## config.mk

```make
export PLATFORM = sky130hd
export DESIGN_NAME = trap_entry_unit
export DESIGN_NICKNAME = d
export VERILOG_FILES = /design/src/rtl/trap_pkg.sv /design/src/rtl/trap_route.sv /design/src/rtl/trap_level_regs.sv /design/src/rtl/trap_entry_unit.sv
export SDC_FILE = /design/constraint.sdc
export NUM_CORES = 1
export LEC_CHECK = 0
export ABC_AREA = 1
export BUFFER_PORTS_ARGS = -buffer_cell sky130_fd_sc_hd__buf_4
export CAP_MARGIN = 15
export CORE_AREA = 2 2 214 216
export CTS_CLUSTER_DIAMETER = 50
export DETAILED_ROUTE_END_ITERATION = 10
export DIE_AREA = 0 0 216 218
export GPL_TIMING_DRIVEN = 0
export PLACE_DENSITY = 0.62
export SLEW_MARGIN = 40
export SYNTH_ARGS = -nofsm -noshare
export SYNTH_HDL_FRONTEND = slang
export SYNTH_SLANG_ARGS = --single-unit
export TNS_END_PERCENT = 50
```

## constraint.sdc

```tcl
create_clock -name clk -period 1.35 [get_ports clk]
set_input_delay 0.135 -clock clk [delete_from_list [all_inputs] [get_ports clk]]
set_output_delay 0.135 -clock clk [all_outputs]
set_load 0.02 [all_outputs]
```

## src/rtl/trap_pkg.sv

```systemverilog
package trap_pkg;
    typedef enum logic [1:0] {
        PRV_USER = 2'b00,
        PRV_SUPV = 2'b01,
        PRV_MACH = 2'b11
    } priv_e;

    typedef enum logic [1:0] {
        LD_PRIV   = 2'd0,
        LD_STATUS = 2'd1,
        LD_MVEC   = 2'd2,
        LD_NONE   = 2'd3
    } ld_sel_e;

    localparam int ST_UIE  = 0;
    localparam int ST_SIE  = 1;
    localparam int ST_MIE  = 3;
    localparam int ST_UPIE = 4;
    localparam int ST_SPIE = 5;
    localparam int ST_MPIE = 7;
    localparam int ST_SPP  = 8;
    localparam int ST_MPP0 = 11;
    localparam int ST_MPP1 = 12;
endpackage

```

## src/rtl/trap_route.sv

```systemverilog
module trap_route #(
    parameter int XLEN = 32
) (
    input  logic [XLEN-1:0] cause,
    input  logic [1:0]      priv,
    input  logic [XLEN-1:0] exc_mask,
    input  logic [XLEN-1:0] irq_mask,
    output logic            to_super
);
    localparam int IDXW = $clog2(XLEN);
    localparam logic [XLEN-1:0] LIMIT = XLEN'(XLEN);

    logic            is_irq;
    logic [XLEN-1:0] bit_idx;
    logic [XLEN-1:0] sel_mask;
    logic            in_range;
    logic            mask_bit;

    always_comb begin
        is_irq   = cause[XLEN-1];
        bit_idx  = {1'b0, cause[XLEN-2:0]};
        sel_mask = is_irq ? irq_mask : exc_mask;
        in_range = (bit_idx < LIMIT);
        mask_bit = sel_mask[bit_idx[IDXW-1:0]];
        to_super = (priv <= 2'b01) && in_range && mask_bit;
    end
endmodule

```

## src/rtl/trap_level_regs.sv

```systemverilog
module trap_level_regs #(
    parameter int XLEN = 32
) (
    input  logic            clk,
    input  logic            rst_n,
    input  logic            wr,
    input  logic            has_addr,
    input  logic [XLEN-1:0] cause,
    input  logic [XLEN-1:0] pc,
    input  logic [XLEN-1:0] addr,
    output logic [XLEN-1:0] epc_q,
    output logic [XLEN-1:0] cause_q,
    output logic [XLEN-1:0] bad_q
);
    always_ff @(posedge clk or negedge rst_n) begin
        if (!rst_n) begin
            epc_q   <= '0;
            cause_q <= '0;
            bad_q   <= '0;
        end else if (wr) begin
            epc_q   <= pc;
            cause_q <= cause;
            if (has_addr)
                bad_q <= addr;
        end
    end

    a_r3_bad_only_with_addr: assert property (@(posedge clk) disable iff (!rst_n)
        (wr && !has_addr) |=> $stable(bad_q));
endmodule

```

## src/rtl/trap_entry_unit.sv

```systemverilog
module trap_entry_unit
    import trap_pkg::*;
#(
    parameter int              XLEN        = 32,
    parameter logic [XLEN-1:0] RESET_PC    = 32'h0000_1000,
    parameter logic [XLEN-1:0] MTVEC_RESET = 32'h0000_0100,
    parameter logic [XLEN-1:0] DEBUG_ENTRY = 32'h0000_0800,
    parameter int              BRK_CAUSE   = 3,
    parameter logic [2:0]      DBG_SWBP    = 3'd1
) (
    input  logic            clk,
    input  logic            rst_n,
    input  logic            trap_valid,
    input  logic [XLEN-1:0] trap_cause,
    input  logic [XLEN-1:0] trap_pc,
    input  logic            trap_has_addr,
    input  logic [XLEN-1:0] trap_addr,
    input  logic            dbg_attached,
    input  logic [XLEN-1:0] exc_deleg,
    input  logic [XLEN-1:0] irq_deleg,
    input  logic [XLEN-1:0] svec_in,
    input  logic            ld_en,
    input  logic [1:0]      ld_sel,
    input  logic [XLEN-1:0] ld_data,
    input  logic            resv_set,
    output logic [XLEN-1:0] pc_o,
    output logic [1:0]      priv_o,
    output logic [XLEN-1:0] status_o,
    output logic [XLEN-1:0] mvec_o,
    output logic [XLEN-1:0] m_epc_o,
    output logic [XLEN-1:0] m_cause_o,
    output logic [XLEN-1:0] m_bad_o,
    output logic [XLEN-1:0] s_epc_o,
    output logic [XLEN-1:0] s_cause_o,
    output logic [XLEN-1:0] s_bad_o,
    output logic [XLEN-1:0] dbg_pc_o,
    output logic [2:0]      dbg_cause_o,
    output logic            resv_o
);
    localparam int NLVL = 2;
    localparam logic [XLEN-1:0] BRK_W   = XLEN'(BRK_CAUSE);
    localparam logic [XLEN-1:0] ST_KEEP = XLEN'((1 << ST_UIE) | (1 << ST_SIE) | (1 << ST_MIE)
        | (1 << ST_UPIE) | (1 << ST_SPIE) | (1 << ST_MPIE) | (1 << ST_SPP)
        | (1 << ST_MPP0) | (1 << ST_MPP1));
    localparam logic [XLEN-1:0] ALIGN = ~XLEN'(3);

    priv_e           priv_q, priv_d;
    logic [XLEN-1:0] pc_q, status_q, mvec_q, dpc_q;
    logic [2:0]      dcause_q;
    logic            resv_q;

    logic to_super, dbg_hit, take_trap, cur_ie;
    logic ld_priv, ld_stat, ld_mvec;

    trap_route #(.XLEN(XLEN)) u_route (
        .cause    (trap_cause),
        .priv     (priv_q),
        .exc_mask (exc_deleg),
        .irq_mask (irq_deleg),
        .to_super (to_super)
    );

    always_comb begin
        dbg_hit   = trap_valid && dbg_attached && (trap_cause == BRK_W);
        take_trap = trap_valid && !dbg_hit;
        cur_ie    = status_q[priv_q];
        ld_priv   = !trap_valid && ld_en && (ld_sel == LD_PRIV);
        ld_stat   = !trap_valid && ld_en && (ld_sel == LD_STATUS);
        ld_mvec   = !trap_valid && ld_en && (ld_sel == LD_MVEC);
    end

    // Privilege state machine: next-state logic
    always_comb begin
        priv_d = priv_q;
        if (take_trap) begin
            priv_d = to_super ? PRV_SUPV : PRV_MACH;
        end else if (ld_priv) begin
            unique case (ld_data[1:0])
                2'b00:   priv_d = PRV_USER;
                2'b01:   priv_d = PRV_SUPV;
                2'b11:   priv_d = PRV_MACH;
                default: priv_d = priv_q;
            endcase
        end
    end

    // Privilege state register
    always_ff @(posedge clk or negedge rst_n) begin
        if (!rst_n)
            priv_q <= PRV_MACH;
        else
            priv_q <= priv_d;
    end

    // Output and architectural state registers
    always_ff @(posedge clk or negedge rst_n) begin
        if (!rst_n) begin
            pc_q     <= RESET_PC;
            status_q <= '0;
            mvec_q   <= MTVEC_RESET;
            dpc_q    <= '0;
            dcause_q <= '0;
            resv_q   <= 1'b0;
        end else if (dbg_hit) begin
            dcause_q <= DBG_SWBP;
            dpc_q    <= trap_pc;
            pc_q     <= DEBUG_ENTRY;
        end else if (take_trap) begin
            resv_q <= 1'b0;
            if (to_super) begin
                pc_q               <= svec_in & ALIGN;
                status_q[ST_SPIE]  <= cur_ie;
                status_q[ST_SPP]   <= priv_q[0];
                status_q[ST_SIE]   <= 1'b0;
            end else begin
                pc_q                       <= mvec_q;
                status_q[ST_MPIE]          <= cur_ie;
                status_q[ST_MPP1:ST_MPP0]  <= priv_q;
                status_q[ST_MIE]           <= 1'b0;
            end
        end else begin
            if (resv_set)
                resv_q <= 1'b1;
            if (ld_stat)
                status_q <= ld_data & ST_KEEP;
            if (ld_mvec)
                mvec_q <= ld_data & ALIGN;
        end
    end

    logic [XLEN-1:0] epc_w   [NLVL];
    logic [XLEN-1:0] cause_w [NLVL];
    logic [XLEN-1:0] bad_w   [NLVL];

    // Level 0 is supervisor, level 1 is machine
    for (genvar g = 0; g < NLVL; g++) begin : g_lvl
        logic lvl_wr;
        assign lvl_wr = take_trap && ((g == 0) ? to_super : !to_super);
        trap_level_regs #(.XLEN(XLEN)) u_regs (
            .clk      (clk),
            .rst_n    (rst_n),
            .wr       (lvl_wr),
            .has_addr (trap_has_addr),
            .cause    (trap_cause),
            .pc       (trap_pc),
            .addr     (trap_addr),
            .epc_q    (epc_w[g]),
            .cause_q  (cause_w[g]),
            .bad_q    (bad_w[g])
        );
    end

    assign pc_o        = pc_q;
    assign priv_o      = priv_q;
    assign status_o    = status_q;
    assign mvec_o      = mvec_q;
    assign s_epc_o     = epc_w[0];
    assign s_cause_o   = cause_w[0];
    assign s_bad_o     = bad_w[0];
    assign m_epc_o     = epc_w[1];
    assign m_cause_o   = cause_w[1];
    assign m_bad_o     = bad_w[1];
    assign dbg_pc_o    = dpc_q;
    assign dbg_cause_o = dcause_q;
    assign resv_o      = resv_q;

    a_r2_machine_never_drops: assert property (@(posedge clk) disable iff (!rst_n)
        (take_trap && priv_q == PRV_MACH) |=> (priv_q == PRV_MACH));
    a_r3_super_vector: assert property (@(posedge clk) disable iff (!rst_n)
        (take_trap && to_super) |=> (pc_o == ($past(svec_in) & ALIGN)));
    a_r5_machine_vector: assert property (@(posedge clk) disable iff (!rst_n)
        (take_trap && !to_super) |=> (pc_o == $past(mvec_q)));
    a_r7_debug_keeps_priv: assert property (@(posedge clk) disable iff (!rst_n)
        dbg_hit |=> ($stable(priv_q) && $stable(status_q) && pc_o == DEBUG_ENTRY));
    a_r8_resv_cleared: assert property (@(posedge clk) disable iff (!rst_n)
        take_trap |=> !resv_o);
    a_r9_priv_legal: assert property (@(posedge clk) disable iff (!rst_n)
        priv_q != 2'b10);
endmodule

```

### Word level (Yosys, flattened, before mapping)

Index checks and enable logic that the tools add are counted.

| operators by class | value |
|---|---|
| $lt $le $gt $ge | 4 |
| equality and inequality tests | 7 |
| multiplexer cells | 26 |
| bitwise operators | 2 |
| reduce and logical (&&, ||, !) cells | 29 |

Operator list:

| operator | number |
|---|---|
| 32-bit 2-to-1 mux | 4 |
| 32-bit by 2-bit == test with 1-bit output, second input constant | 1 |
| 31-bit by 6-bit less-than comparator with 1-bit output, second input constant | 1 |
| 13-bit 2-to-1 mux | 1 |
| 1-bit 2-to-1 mux | 12 |
| 2-bit 2-to-1 mux | 6 |
| 3-bit AND reduction | 4 |
| 1-bit logical AND | 11 |
| 2-bit AND reduction | 4 |
| 2-bit nonzero test | 4 |
| 2-bit by 6-bit less-than comparator with 1-bit output, second input constant | 1 |
| 5-bit by 6-bit less-than comparator with 1-bit output, second input constant | 1 |
| 2-bit one-hot mux with 3 select lines | 1 |
| 1-bit binary-select mux with 5-bit select | 1 |
| 2-bit by 1-bit == test with 1-bit output, second input constant | 2 |
| 2-bit == test, second input constant | 2 |
| 2-bit logical NOT | 2 |
| 2-bit != test, second input constant | 2 |
| 4-bit nonzero test | 1 |
| 1-bit logical NOT | 3 |
| 1-bit binary-select mux with 2-bit select | 1 |
| 2-bit by 1-bit <= comparator with 1-bit output, second input constant | 1 |
| 1-bit NOT | 2 |

| word-level totals | value |
|---|---|
| flip-flop bits (word level) | 299 |
| input bits | 233 |
| output and inout port bits | 326 |
| word-level logic and storage cells | 83 |

### Logic depth before layout (Yosys ltp)

Gate-level depths: netlist (run 1).

| logic depth | value |
|---|---|
| word-level depth | 7 |
| mapped depth | 16 |

### Hierarchy

From an unflattened synthesis (run 1), not the netlist that was laid out.

| second synthesis, totals | value |
|---|---|
| cell total of the unflattened synthesis | 1525 |
| area, all modules | 13173.9 µm² |

By module, submodules not included:

| module | instances | cells an instance | area each (µm²) | seq. area each (µm²) |
|---|---|---|---|---|
| trap_level_regs | 2 | 410 | 3799.9 | 2402.3 |
| trap_entry_unit | 1 | 549 | 4828.4 | 2632.5 |
| trap_route | 1 | 156 | 745.7 | 0.0 |

### Worst setup path before layout (run 1)

OpenSTA, ideal clock, no wires.

| path | value |
|---|---|
| path type | input port to flip-flop |
| start | input trap_cause[0] |
| end | register g_lvl[1].u_regs.epc_q[11] |
| library setup time | 0.132 ns |
| arrival | 1.575 ns |
| data required time | 1.218 ns |
| path slack | -0.356 ns |
| stages on the path | 14 |
| buffers on the path | 4 |
| cells stage by stage | buf_4 -> inv_2 -> buf_6 -> nand3_1 -> nand3_1 -> nand3_1 -> a21oi_1 -> nor2_4 -> nand2_4 -> nand2_4 -> buf_6 -> buf_6 -> nand2_1 -> o21ai_0 |

| on the way | value |
|---|---|
| cells in the longest elaborated chain, start to end | 5 |
| elaborated cells between the ends (all ways) | 11 |

Ends and longest elaborated chain:

| item | RTL line | source |
|---|---|---|
| start, declared | trap_entry_unit.sv:14 | `input logic [XLEN-1:0] trap_cause,` |
| 31-bit by 6-bit less-than comparator with 1-bit output, or another cell as far along | trap_route.sv:23 | `in_range = (bit_idx < LIMIT);` |
| 1-bit logical AND, or another cell as far along | trap_route.sv:25 | `to_super = (priv <= 2'b01) && in_range && mask_bit;` |
| 1-bit logical AND / 1-bit logical NOT (equally long branches) | trap_route.sv:25, trap_entry_unit.sv:65 |  |
| 1-bit logical NOT / 1-bit logical AND (equally long branches) | trap_entry_unit.sv:138, trap_entry_unit.sv:65 |  |
| 1-bit logical AND * | trap_entry_unit.sv:138 | `assign lvl_wr = take_trap && ((g == 0) ? to_super : !to_super);` |
| end signal, assigned | trap_level_regs.sv:21 | `epc_q <= pc;` |
| end, declared | trap_level_regs.sv:11 | `output logic [XLEN-1:0] epc_q,` |

Mark *: on every way between the ends. The rest lies on a longest branch, timed or not. The select of a mux whose other input is x is not followed.
A chain may end at the register's enable or synchronous reset.

### Worst setup path in the final report (run 1)

| path | value |
|---|---|
| start | register priv_q[1] (netlist: priv_o[1]) |
| end | register g_lvl[1].u_regs.cause_q[25] |

| on the way | value |
|---|---|
| cells in the longest elaborated chain, start to end | 5 |

Ends and longest elaborated chain:

| item | RTL line | source |
|---|---|---|
| start, declared | trap_entry_unit.sv:47 | `priv_e priv_q, priv_d;` |
| start signal, assigned | trap_entry_unit.sv:92 | `priv_q <= priv_d;` |
| 2-bit by 1-bit <= comparator with 1-bit output | trap_route.sv:25 |  |
| 1-bit logical AND (2 in series) | trap_route.sv:25 |  |
| 1-bit logical NOT | trap_entry_unit.sv:138 |  |
| 1-bit logical AND | trap_entry_unit.sv:138 |  |
| end signal, assigned | trap_level_regs.sv:22 | `cause_q <= cause;` |
| end, declared | trap_level_regs.sv:12 | `output logic [XLEN-1:0] cause_q,` |

No other way between the ends.

==> impl_metrics.py, run 1 <==
metrics = {
    "hold_path": {
        "hold_class": "input port to flop",
    },
    "routing": {
        "vias": 13049,
        "drc_errors": 0,
        "drt-initial-drc-count": 955,
        "ant_nets": 0,
        "via_per_inst": 4.650,
        "wl_per_cell_um": 18.72,
        "dr.pass1.iters": 5,
        "totalWireLength_mm": 52.52,
    },
    "timing": {
        "hold_viol": 0,
        "slew_viol_final": 0,
        "fin_crit_sh_pct": 133.7,
        "rsz0062_at_grt": "true",
        "min_period_ns": 1.805,
        "worst_pin_slew_ns": 0.6304,
        "fin_ws_ns": -0.4548,
        "maxSlewHeadroom_pct": 57.97,
        "setup_violations": 265,
        "timing.fmax_mhz": 554.1,
        "skew_ns": 0.01688,
    },
    "pwr": {
        "ir_drop_mv": 0.7926,
        "total_power_mw": 25.87,
        "p_leak_nw": 11.35,
        "power_density_nw_per_um2": 1206,
    },
    "critical_path": {
        "critPathRequiredTime_ns": 1.76,
        "crit_arrival_ns": 2.22,
        "end_kind": "flop",
        "worstPathMaxFanout": 10,
        "cp-start-kind": "flop",
        "crit_type": "flop to flop",
    },
    "final_layout": {
        "drive_gt1_share_pct": 38.55,
        "area_growth_pct": 69.81,
        "multi_input_area_um2": 4551,
        "regArea_um2": 7437,
        "nNetsFinal": 2408,
        "fin_area_um2": 21460,
        "n_fill_cell": 4191,
    },
    "floorplanning": {
        "num_io_pins": 559,
        "core.rowCount": 78,
        "fp.dieW_um": 216,
        "core_um2": 44890,
        "start_util_pct": 28.15,
        "dieArea_um2": 47090,
        "dieHeight_um": 218,
    },
    "logic_synthesis": {
        "yosys-top-cells-area": "dfrtp_1 (58%), nand2_1 (14%), nand3_1 (5.0%), o21ai_0 (4.2%), inv_1 (3.6%)",
        "synth_commonest_cells": "nand2_1 (468), dfrtp_1 (293), nand3_1 (126)",
        "synth-edff-count": 0,
        "synthCells": 1401,
        "synthDistinctLibCells": 30,
        "synth.largest_area_cell": "dfrtp_1",
        "synth_seq_cells": 297,
        "yosys.area.top_type_share_pct": 58.01,
        "ys_seq_area_share_pct": 58.85,
        "async_flop_share_pct": 100.0,
        "avgSynthCellArea_um2": 9.021,
        "syn_area_um2": 12640,
        "yosysMostFrequentCell": "nand2_1",
        "ys.flop_type": "dfrtp_1",
        "synth_warnings": 0,
    },
    "global_route": {
        "use_met2_pct": 35.73,
        "grt_start_max_net_pins": 74,
        "use_met3_pct": 4.603,
        "met1_usage_pct": 27.48,
        "antenna_found_initial": 1,
        "gr-max-usage-layer": "met2",
        "grt_use_total_pct": 21.59,
        "grt_pass1_wl_mm": 78.32,
        "overflow": 0,
        "grt_pass1_vias": 13212,
    },
    "place": {
        "portBuffers": 524,
        "dp_hpwl_mm": 38.08,
        "dpl_cell_area_um2": 17690,
        "place_ws_ns": -1.617,
        "place_congestion": 0.9205,
    },
    "clock_network": {
        "clkTransAtPathRegs_ns": 0.06,
        "cts_htree_levels": 2,
        "ctsLongestPathBuffers": 3,
        "clockRootBuffer": "clkbuf_16",
        "clock_latency_ns": 0.55,
        "numCtsBuffers": 40,
        "cts.sinks": 297,
        "cts_tree": "yes",
    },
    "outcome": {
        "status": "finished with violations",
        "violations": "negative setup slack",
    },
    "flow_run": {
        "drv_cap": 0,
    },
}
-- stage by stage --
step / TNS, ns / util, % / instances / hold slack, ns
2_1_floorplan: -45.57 / - / 1429 / -0.1606
6_report: -86.59 / 47.81 / 2806 / 0.06468
3_3_place_gp: -1128.44 / 39.14 / 2553 / 0.3423
5_1_grt: -115.47 / 47.81 / 2806 / 0.06232
4_1_cts: -99.11 / 46.98 / 2801 / -0.08131
3_5_place_dp: -359.80 / 39.41 / 2557 / 0.06581
-- layout by cell type (no fill, tap or decap), types with 50 or more instances in the layout --
master         count
dfrtp_1          293
o21ai_1           65
buf_4            566
dlygate4sd3_1    159
nand2_2           50
o21ai_0           51
nand4_1           70
inv_1            118
nand3_1          116
nand2_1          411
-- kinds of logic (layout without fill, tap and decap cells) --
family,count (synthesis),in the layout,synth area share (%)
AO/OA/AOI/OAI,144,144,5.752
buffers and inverters,238,1014,9.227
flip-flops,297,297,58.85
multiplexers,25,25,2.228
other,1,30,0.02967
AND/OR/NAND/NOR,696,696,23.92
-- final cells by class --
| cell class | count | area share, % |
|---|---|---|
| Antenna cell | 1 | 0.01166 |
| Timing Repair Buffer | 704 | 27.43 |
| Sequential cell | 297 | 34.65 |
| Inverter | 122 | 2.157 |
| Tap cell | 600 | 3.498 |
| Clock buffer | 54 | 5.241 |
| Clock inverter | 18 | 0.9678 |
| Multi-Input combinational cell | 894 | 21.20 |
| Buffer | 116 | 4.839 |
-- worst paths after layout --
| path | startpoint | end | slack (ns) | cells past startpoint |
|---|---|---|---|---|
| min reg2reg | g_lvl[0].u_regs.cause_q[19]$_DFFE_PN0P_ | g_lvl[0].u_regs.cause_q[19]$_DFFE_PN0P_ | 0.47 | 2 |
| max reg2reg | priv_o[1]$_DFFE_PN1P_ | g_lvl[1].u_regs.cause_q[25]$_DFFE_PN0P_ | -0.45 | 12 |
| max in group asynchronous | rst_n | priv_o[1]$_DFFE_PN1P_ | 0.19 | 4 |
| max | priv_o[1]$_DFFE_PN1P_ | g_lvl[1].u_regs.cause_q[25]$_DFFE_PN0P_ | -0.45 | 12 |
| min in group asynchronous | rst_n | g_lvl[0].u_regs.epc_q[8]$_DFFE_PN0P_ | 0.08 | 2 |
| min | trap_cause[1] | g_lvl[0].u_regs.cause_q[1]$_DFFE_PN0P_ | 0.06 | 4 |
-- repair_timing --
item	CTS	global route
pin swaps	9	10
resized for setup	121	115
cloned	2	2
setup endpoints to repair	270	269
setup buffers	12	2
hold buffers	158	1
endpoints found under the hold margin	434	2
-- routing by layer --
layer / wire length, um / share of wire, % / vias to the layer above
li1: - / - / 6020
met1: 21320 / 41 / 6330
met2: 25610 / 49 / 575
met3: 3569 / 6.8 / 124
met4: 2027 / 3.9 / 0
met5: 0 / 0 / -
-- where the power goes --
part           total, mW  leakage (nW)  internal, mW  switching [mW]
registers           10.1          3.86          9.61           0.530
logic               5.10          6.84          2.33            2.77
clock network       10.6         0.654          6.50            4.13
-- worst max-delay path, stage by stage (launching register included) --
cell	delay, ns
dfstp_2	0.54
inv_2	0.05
nand4_1	0.09
nor2_2	0.04
nand2_2	0.07
nor2_4	0.04
buf_12	0.14
nand2_8	0.09
nand2_8	0.11
buf_12	0.19
buf_12	0.15
nand2_1	0.06
o21ai_1	0.08
-- sequential cells by signal, summed over array words and instances, names as in the netlist, 2 cells and up --
name	count
dbg_pc_o	32
g_lvl.u_regs.bad_q	64
g_lvl.u_regs.cause_q	64
g_lvl.u_regs.epc_q	64
mvec_o	30
pc_o	30
priv_o	2
status_o	9
Note: power is estimated with default switching activity, not from simulation.
==> run 2, diff against run 1 <==
--- a/config.mk
+++ b/config.mk
@@ -8,12 +8,14 @@
 export ABC_AREA = 1
 export BUFFER_PORTS_ARGS = -buffer_cell sky130_fd_sc_hd__buf_4
 export CAP_MARGIN = 15
-export CORE_AREA = 2 2 214 216
+export CELL_PAD_IN_SITES_DETAIL_PLACEMENT = 0
+export CELL_PAD_IN_SITES_GLOBAL_PLACEMENT = 2
+export CORE_ASPECT_RATIO = 1.75
+export CORE_UTILIZATION = 24
 export CTS_CLUSTER_DIAMETER = 50
 export DETAILED_ROUTE_END_ITERATION = 10
-export DIE_AREA = 0 0 216 218
 export GPL_TIMING_DRIVEN = 0
-export PLACE_DENSITY = 0.62
+export PLACE_DENSITY = 0.84
 export SLEW_MARGIN = 40
 export SYNTH_ARGS = -nofsm -noshare
 export SYNTH_HDL_FRONTEND = slang
==> run 2 against run 1 <==
  * The flow finishes with violations (negative hold slack, negative setup slack)
  * Clock power decreased by 6%
  * Final cell count increased by 2.8%
  * Via count decreased by 1.4%
  * Non-clock buffer count increased by 15
  * Clock-buffer cell count decreased by 8
  * Worst hold slack got worse by 0.52 ns
  * Combinational power decreased by 1%
  * Largest power group is now sequential cells
  * Clock skew decreased by 0.0015 ns
==> impl_metrics.py, run 2 (synthesis results as in run 1) <==
metrics = {
    "outcome": {
        "status": "finished with violations",
        "violations": "negative hold slack, negative setup slack",
    },
    "timing": {
        "fin_ws_ns": -0.4758,
        "min_period_ns": 1.826,
        "slew_viol_final": 0,
        "fin_crit_sh_pct": 135.2,
        "rsz0062_at_grt": "true",
        "setup_violations": 265,
        "timing.fmax_mhz": 547.7,
        "hold_viol": 152,
        "worst_pin_slew_ns": 0.6260,
        "maxSlewHeadroom_pct": 58.27,
        "whs_ns": -0.4508,
        "skew_ns": 0.01534,
    },
    "place": {
        "dpl_cell_area_um2": 17780,
        "placedCellCount": 2629,
        "dp_hpwl_mm": 41.35,
        "place_congestion": 0.8576,
        "portBuffers": 524,
    },
    "routing": {
        "ant_nets": 0,
        "wl_per_cell_um": 19.12,
        "dr.pass1.iters": 5,
        "drt-initial-drc-count": 681,
        "drc_errors": 0,
        "via_per_inst": 4.462,
        "totalWireLength_mm": 55.14,
        "vias": 12868,
    },
    "pwr": {
        "p_switching_mw": 7.207,
        "internal_power_mw": 17.95,
        "seqPwrFrac_pct": 40.2,
        "switching_share_pct": 28.64,
        "power_frac_comb_pct": 20.0,
        "ir_drop_mv": 0.7437,
        "p_leak_nw": 11.34,
        "power_density_nw_per_um2": 1165,
        "total_power_mw": 25.16,
        "clkPwrFrac_pct": 39.8,
    },
    "clock_network": {
        "cts.sinks": 297,
        "clock_latency_ns": 0.52,
        "numCtsBuffers": 34,
        "cts_hold_buf": 157,
        "ctsLongestPathBuffers": 3,
        "cts_htree_levels": 2,
        "cts_tree": "yes",
        "clockRootBuffer": "clkbuf_16",
        "clkTransAtPathRegs_ns": 0.06,
    },
    "global_route": {
        "grt_start_max_net_pins": 67,
        "antenna_found_initial": 6,
        "grt_pass1_wl_mm": 81.52,
        "grt_use_total_pct": 20.13,
        "overflow": 0,
        "grt_pass1_vias": 13190,
    },
    "floorplanning": {
        "core.rowCount": 110,
        "dieHeight_um": 305.6,
        "start_util_pct": 24.42,
        "dieArea_um2": 53620,
        "fp.dieW_um": 175.5,
        "core_um2": 51750,
        "num_io_pins": 559,
    },
    "final_layout": {
        "nNetsFinal": 2418,
        "final_common_cell": "buf_4",
        "area_growth_pct": 70.92,
        "reg_top3": "g_lvl.u_regs.bad_q: 64 flops, g_lvl.u_regs.cause_q: 64 flops, g_lvl.u_regs.epc_q: 64 flops",
        "fin_area_um2": 21600,
        "drive_gt1_share_pct": 39.17,
        "regArea_um2": 7437,
        "final_cell_mix": "buf_4 (570), nand2_1 (403), dfrtp_1 (293)",
        "instances_no_fill": 2884,
        "multi_input_area_um2": 4548,
        "n_fill_cell": 5185,
    },
    "critical_path": {
        "end_kind": "flop",
        "crit_buf_inv": 5,
        "crit-reg2reg-launch": "priv_o[1]$_DFFE_PN1P_",
        "timing.rr.end": "status_o[7]$_DFFE_PN0P_",
        "slowest_delay_ns": 0.55,
        "cp-start-kind": "flop",
        "crit_chain": "inv_2 -> nand4_1 -> nor2_1 -> nand2_2 -> nor2_4 -> buf_12 -> nand3_4 -> buf_12 -> buf_12 -> buf_12 -> nand2_8 -> nand2_2 -> nand2_1",
        "crit_arrival_ns": 2.22,
        "cpMostUsedCell": "buf_12",
        "critPathTopFamily": "buffers and inverters",
        "slowest_stage": "dfstp_2",
        "reg2regPathDepth": 13,
        "crit_start": "priv_o[1]$_DFFE_PN1P_",
        "r2r_setup_slack_ns": -0.48,
        "worstPathMaxFanout": 7,
        "crit_type": "flop to flop",
        "critPathRequiredTime_ns": 1.74,
    },
    "flow_run": {
        "drv_cap": 0,
    },
    "hold_path": {
        "hold_class": "input port to async pin",
    },
}
-- run 2: cell types whose count changed in the layout (fill, tap and decap cells not counted), sizes merged --
cell	change
dlygate4sd3	-3
nand3	+1
clkbuf	-5
bufinv	+1
buf	+15
diode	+5
clkinvlp	-1
inv	-7
-- run 2: metrics by stage --
step | util, % | worst slack (ns) | setup TNS (ns)
after floorplan | - | -0.2271 | -45.57
after global placement | 34.12 | -2.627 | -1119.47
after detailed placement | 34.35 | -1.626 | -387.01
after CTS | 41.15 | -0.4924 | -107.24
after global routing | 41.74 | -0.5741 | -120.91
final | 41.74 | -0.4758 | -90.16
-- run 2: final cells by class --
cell class	instances	area share, %
sequential	297	34.43
timing repair buffer	719	28.09
multi-input combinational	895	21.05
buffer	116	4.732
clock buffer	46	4.674
tap	672	3.892
inverter	122	2.172
clock inverter	11	0.8862
antenna	6	0.06950
-- run 2: power groups by stage --
stage	sequential, mW	combinational (mW)	clock (mW)
after floorplan	11.0	1.22	0
after global placement	10.2	4.49	0
after detailed placement	10.3	4.57	0
after CTS	10.1	5.03	10.3
after global routing	10.2	5.39	10.6
final	10.1	5.04	10.0
-- run 2: how the worst max path moves through the flow --
stage | endpoint | slack, ns | depth (start not counted)
final | status_o[7]$_DFFE_PN0P_ | -0.48 | 13
after global routing | g_lvl[0].u_regs.cause_q[9]$_DFFE_PN0P_ | -0.57 | 12
after CTS | status_o[7]$_DFFE_PN0P_ | -0.49 | 12
after detailed placement | g_lvl[1].u_regs.epc_q[5]$_DFFE_PN0P_ | -1.63 | 10
after global placement | mvec_o[24]$_DFFE_PN0P_ | -2.63 | 1
after floorplan | g_lvl[1].u_regs.cause_q[0]$_DFFE_PN0P_ | -0.23 | 14
-- run 2: what timing repair did --
action                     CTS  global route
setup buffers               26             3
gates resized for setup    127           105
hold endpoints to repair   388            58
pin swaps                   21             5
setup endpoints to repair  268           267
gates cloned                 7             2
-- run 2: worst reg2reg max path: cells and delay by family, from the launching register on --
family | cells | cell delay [ns]
buf+inv | 5 | 0.65
simple gates | 8 | 0.51
flops | 1 | 0.55
-- run 2: routing by layer --
| layer | routed length [um] | track usage (%) |
|---|---|---|
| met5 | 0 | 0 |
| met4 | 2598 | 10.27 |
| met3 | 3173 | 3.408 |
| met2 | 29250 | 37.01 |
| met1 | 20110 | 21.86 |
==> run 3, diff against run 2 <==
--- a/config.mk
+++ b/config.mk
@@ -10,12 +10,12 @@
 export CAP_MARGIN = 15
 export CELL_PAD_IN_SITES_DETAIL_PLACEMENT = 0
 export CELL_PAD_IN_SITES_GLOBAL_PLACEMENT = 2
-export CORE_ASPECT_RATIO = 1.75
-export CORE_UTILIZATION = 24
+export CORE_AREA = 2 2 219 221
 export CTS_CLUSTER_DIAMETER = 50
 export DETAILED_ROUTE_END_ITERATION = 10
+export DIE_AREA = 0 0 221 223
 export GPL_TIMING_DRIVEN = 0
-export PLACE_DENSITY = 0.84
+export PLACE_DENSITY = 0.89
 export SLEW_MARGIN = 40
 export SYNTH_ARGS = -nofsm -noshare
 export SYNTH_HDL_FRONTEND = slang
==> constraint.sdc (replaced) <==
create_clock -name clk -period 2.35 [get_ports clk]
set_input_delay 0.235 -clock clk [delete_from_list [all_inputs] [get_ports clk]]
set_output_delay 0.235 -clock clk [all_outputs]
set_load 0.02 [all_outputs]
==> run 3 against run 2 <==
  * Worst hold slack better by 0.47 ns
  * Sequential cell count stayed put
  * Routed wire length decreased by 5.1%
  * Combinational power fell by 45%
  * The flow now finishes without violations
  * Sequential share of layout area grew 1.9 points
  * Worst setup slack improved by 0.72 ns
  * Final area fell by 5.4%
  * Core utilization rose by 1.6 points
  * Total power is 41% lower
==> impl_metrics.py, run 3 (synthesis results as in run 1) <==
metrics = {
    "global_route": {
        "antenna_found_initial": 0,
        "grt_pass1_wl_mm": 79.14,
        "overflow": 0,
        "grt_start_max_net_pins": 72,
        "grt_pass1_vias": 12953,
        "grt_use_total_pct": 20.60,
    },
    "final_layout": {
        "reg_top3": "g_lvl.u_regs.bad_q: 64 flops, g_lvl.u_regs.cause_q: 64 flops, g_lvl.u_regs.epc_q: 64 flops",
        "nNetsFinal": 2381,
        "area_growth_pct": 61.77,
        "n_fill_cell": 4679,
        "final_cell_mix": "buf_4 (561), nand2_1 (468), dfrtp_1 (293)",
        "drive_gt1_share_pct": 33.39,
        "final_common_cell": "buf_4",
        "antenna-diode-count": 0,
    },
    "routing": {
        "wl_per_cell_um": 18.73,
        "drt-initial-drc-count": 915,
        "via_per_inst": 4.558,
        "totalWireLength_mm": 52.35,
        "dr.pass1.iters": 6,
        "drc_errors": 0,
        "vias": 12740,
        "ant_nets": 0,
    },
    "timing": {
        "skew_ns": 0.01951,
        "fin_ws_ns": 0.2437,
        "fin_crit_sh_pct": 89.63,
        "maxSlewHeadroom_pct": 60.21,
        "setup_violations": 0,
        "worst_pin_slew_ns": 0.5968,
        "min_period_ns": 2.106,
        "whs_ns": 0.01667,
        "rsz0062_at_grt": "false",
        "timing.fmax_mhz": 474.8,
        "slew_viol_final": 0,
        "hold_viol": 0,
    },
    "pwr": {
        "power_density_nw_per_um2": 726.6,
        "ir_drop_mv": 0.4885,
        "p_leak_nw": 10.92,
    },
    "floorplanning": {
        "core_um2": 47150,
        "dieHeight_um": 223,
        "core.rowCount": 80,
        "num_io_pins": 559,
        "dieArea_um2": 49280,
        "start_util_pct": 26.81,
        "fp.dieW_um": 221,
    },
    "clock_network": {
        "cts_htree_levels": 2,
        "cts.sinks": 297,
        "clock_latency_ns": 0.55,
        "cts_tree": "yes",
        "ctsLongestPathBuffers": 3,
        "numCtsBuffers": 42,
        "clkTransAtPathRegs_ns": 0.06,
        "clockRootBuffer": "clkbuf_16",
    },
    "hold_path": {
        "min_path_cells": 3,
        "hold_class": "input port to flop",
    },
    "critical_path": {
        "end_kind": "flop",
        "crit_type": "flop to flop",
        "cp-start-kind": "flop",
        "reg2regPathDepth": 12,
        "critPathRequiredTime_ns": 2.82,
        "worstPathMaxFanout": 10,
        "crit_arrival_ns": 2.57,
    },
    "place": {
        "place_congestion": 0.8778,
        "place_ws_ns": -0.5318,
        "dp_hpwl_mm": 39.36,
        "portBuffers": 524,
    },
    "flow_run": {
        "drv_cap": 0,
    },
    "outcome": {
        "status": "completed",
    },
}
run 3: final timing paths:
check	start	endpoint	slack, ns
setup / recovery	priv_o[1]$_DFFE_PN1P_	g_lvl[1].u_regs.cause_q[30]$_DFFE_PN0P_	0.24
hold / removal	trap_cause[25]	g_lvl[1].u_regs.cause_q[25]$_DFFE_PN0P_	0.02
setup reg to reg	priv_o[1]$_DFFE_PN1P_	g_lvl[1].u_regs.cause_q[30]$_DFFE_PN0P_	0.24
hold reg to reg	g_lvl[0].u_regs.cause_q[9]$_DFFE_PN0P_	g_lvl[0].u_regs.cause_q[9]$_DFFE_PN0P_	0.47
max in group asynchronous	rst_n	pc_o[12]$_DFFE_PN1P_	1.03
min in group asynchronous	rst_n	g_lvl[1].u_regs.epc_q[17]$_DFFE_PN0P_	0.21
run 3: per-layer routing:
layer | part of all wire, % | GRT usage [%] | wire length (um)
met1 | 42 | 26.66 | 22100
met3 | 6.2 | 4.610 | 3240
met5 | 0 | 0 | 0
met4 | 3.8 | 7.664 | 1997
met2 | 48 | 33.76 | 25010
run 3: worst max-delay path, cell delays in order, from the launching register on:
cell,delay [ns]
dfstp_2,0.39
inv_1,0.14
nand4_1,0.11
nor2_1,0.14
nand2_1,0.10
nor2_4,0.13
buf_12,0.14
nand2_4,0.12
nand2_4,0.17
buf_8,0.21
buf_6,0.20
nand2_1,0.07
nand2_1,0.07
run 3: cell type report:
cell class              count  area [um2]  share of cell area, %
clock inverters            18       160.2                 0.7834
plain buffers             116       716.9                  3.507
multi-input cells         894        4148                  20.29
repair buffers            675        5533                  27.06
well taps                 615       769.5                  3.764
inverters                 122       457.9                  2.240
flip-flops and latches    297        7437                  36.38
clock buffers              58        1222                  5.979
run 3: what timing repair did:
item | 4_1_cts | 5_1_grt
hold buffers | 146 | 0
buffers inserted | 0 | 1
hold endpoints to repair | 282 | 0
setup endpoints to repair | 26 | 130
gates resized for setup | 4 | 4
pin swaps | 0 | 1
run 3: where the power goes:
group | switching, mW | internal, mW | leakage (nW)
sequential | 0.296 | 5.52 | 3.86
combinational | 1.54 | 1.25 | 6.38
clock | 2.46 | 3.79 | 0.682
total | 4.29 | 10.6 | 10.9
run 3: metrics by stage:
step	cell area [um2]	TNS (ns)	power [mW]	std cells	utilization (%)
after floorplan	12740	0	7.005	1429	-
after global placement	17450	-593.21	8.428	2568	37.01
after detailed placement	17560	-100.67	8.486	2572	37.26
after CTS	20420	0	14.99	2794	43.30
after global routing	20440	0	15.43	2795	43.37
final	20440	0	14.85	2795	43.37
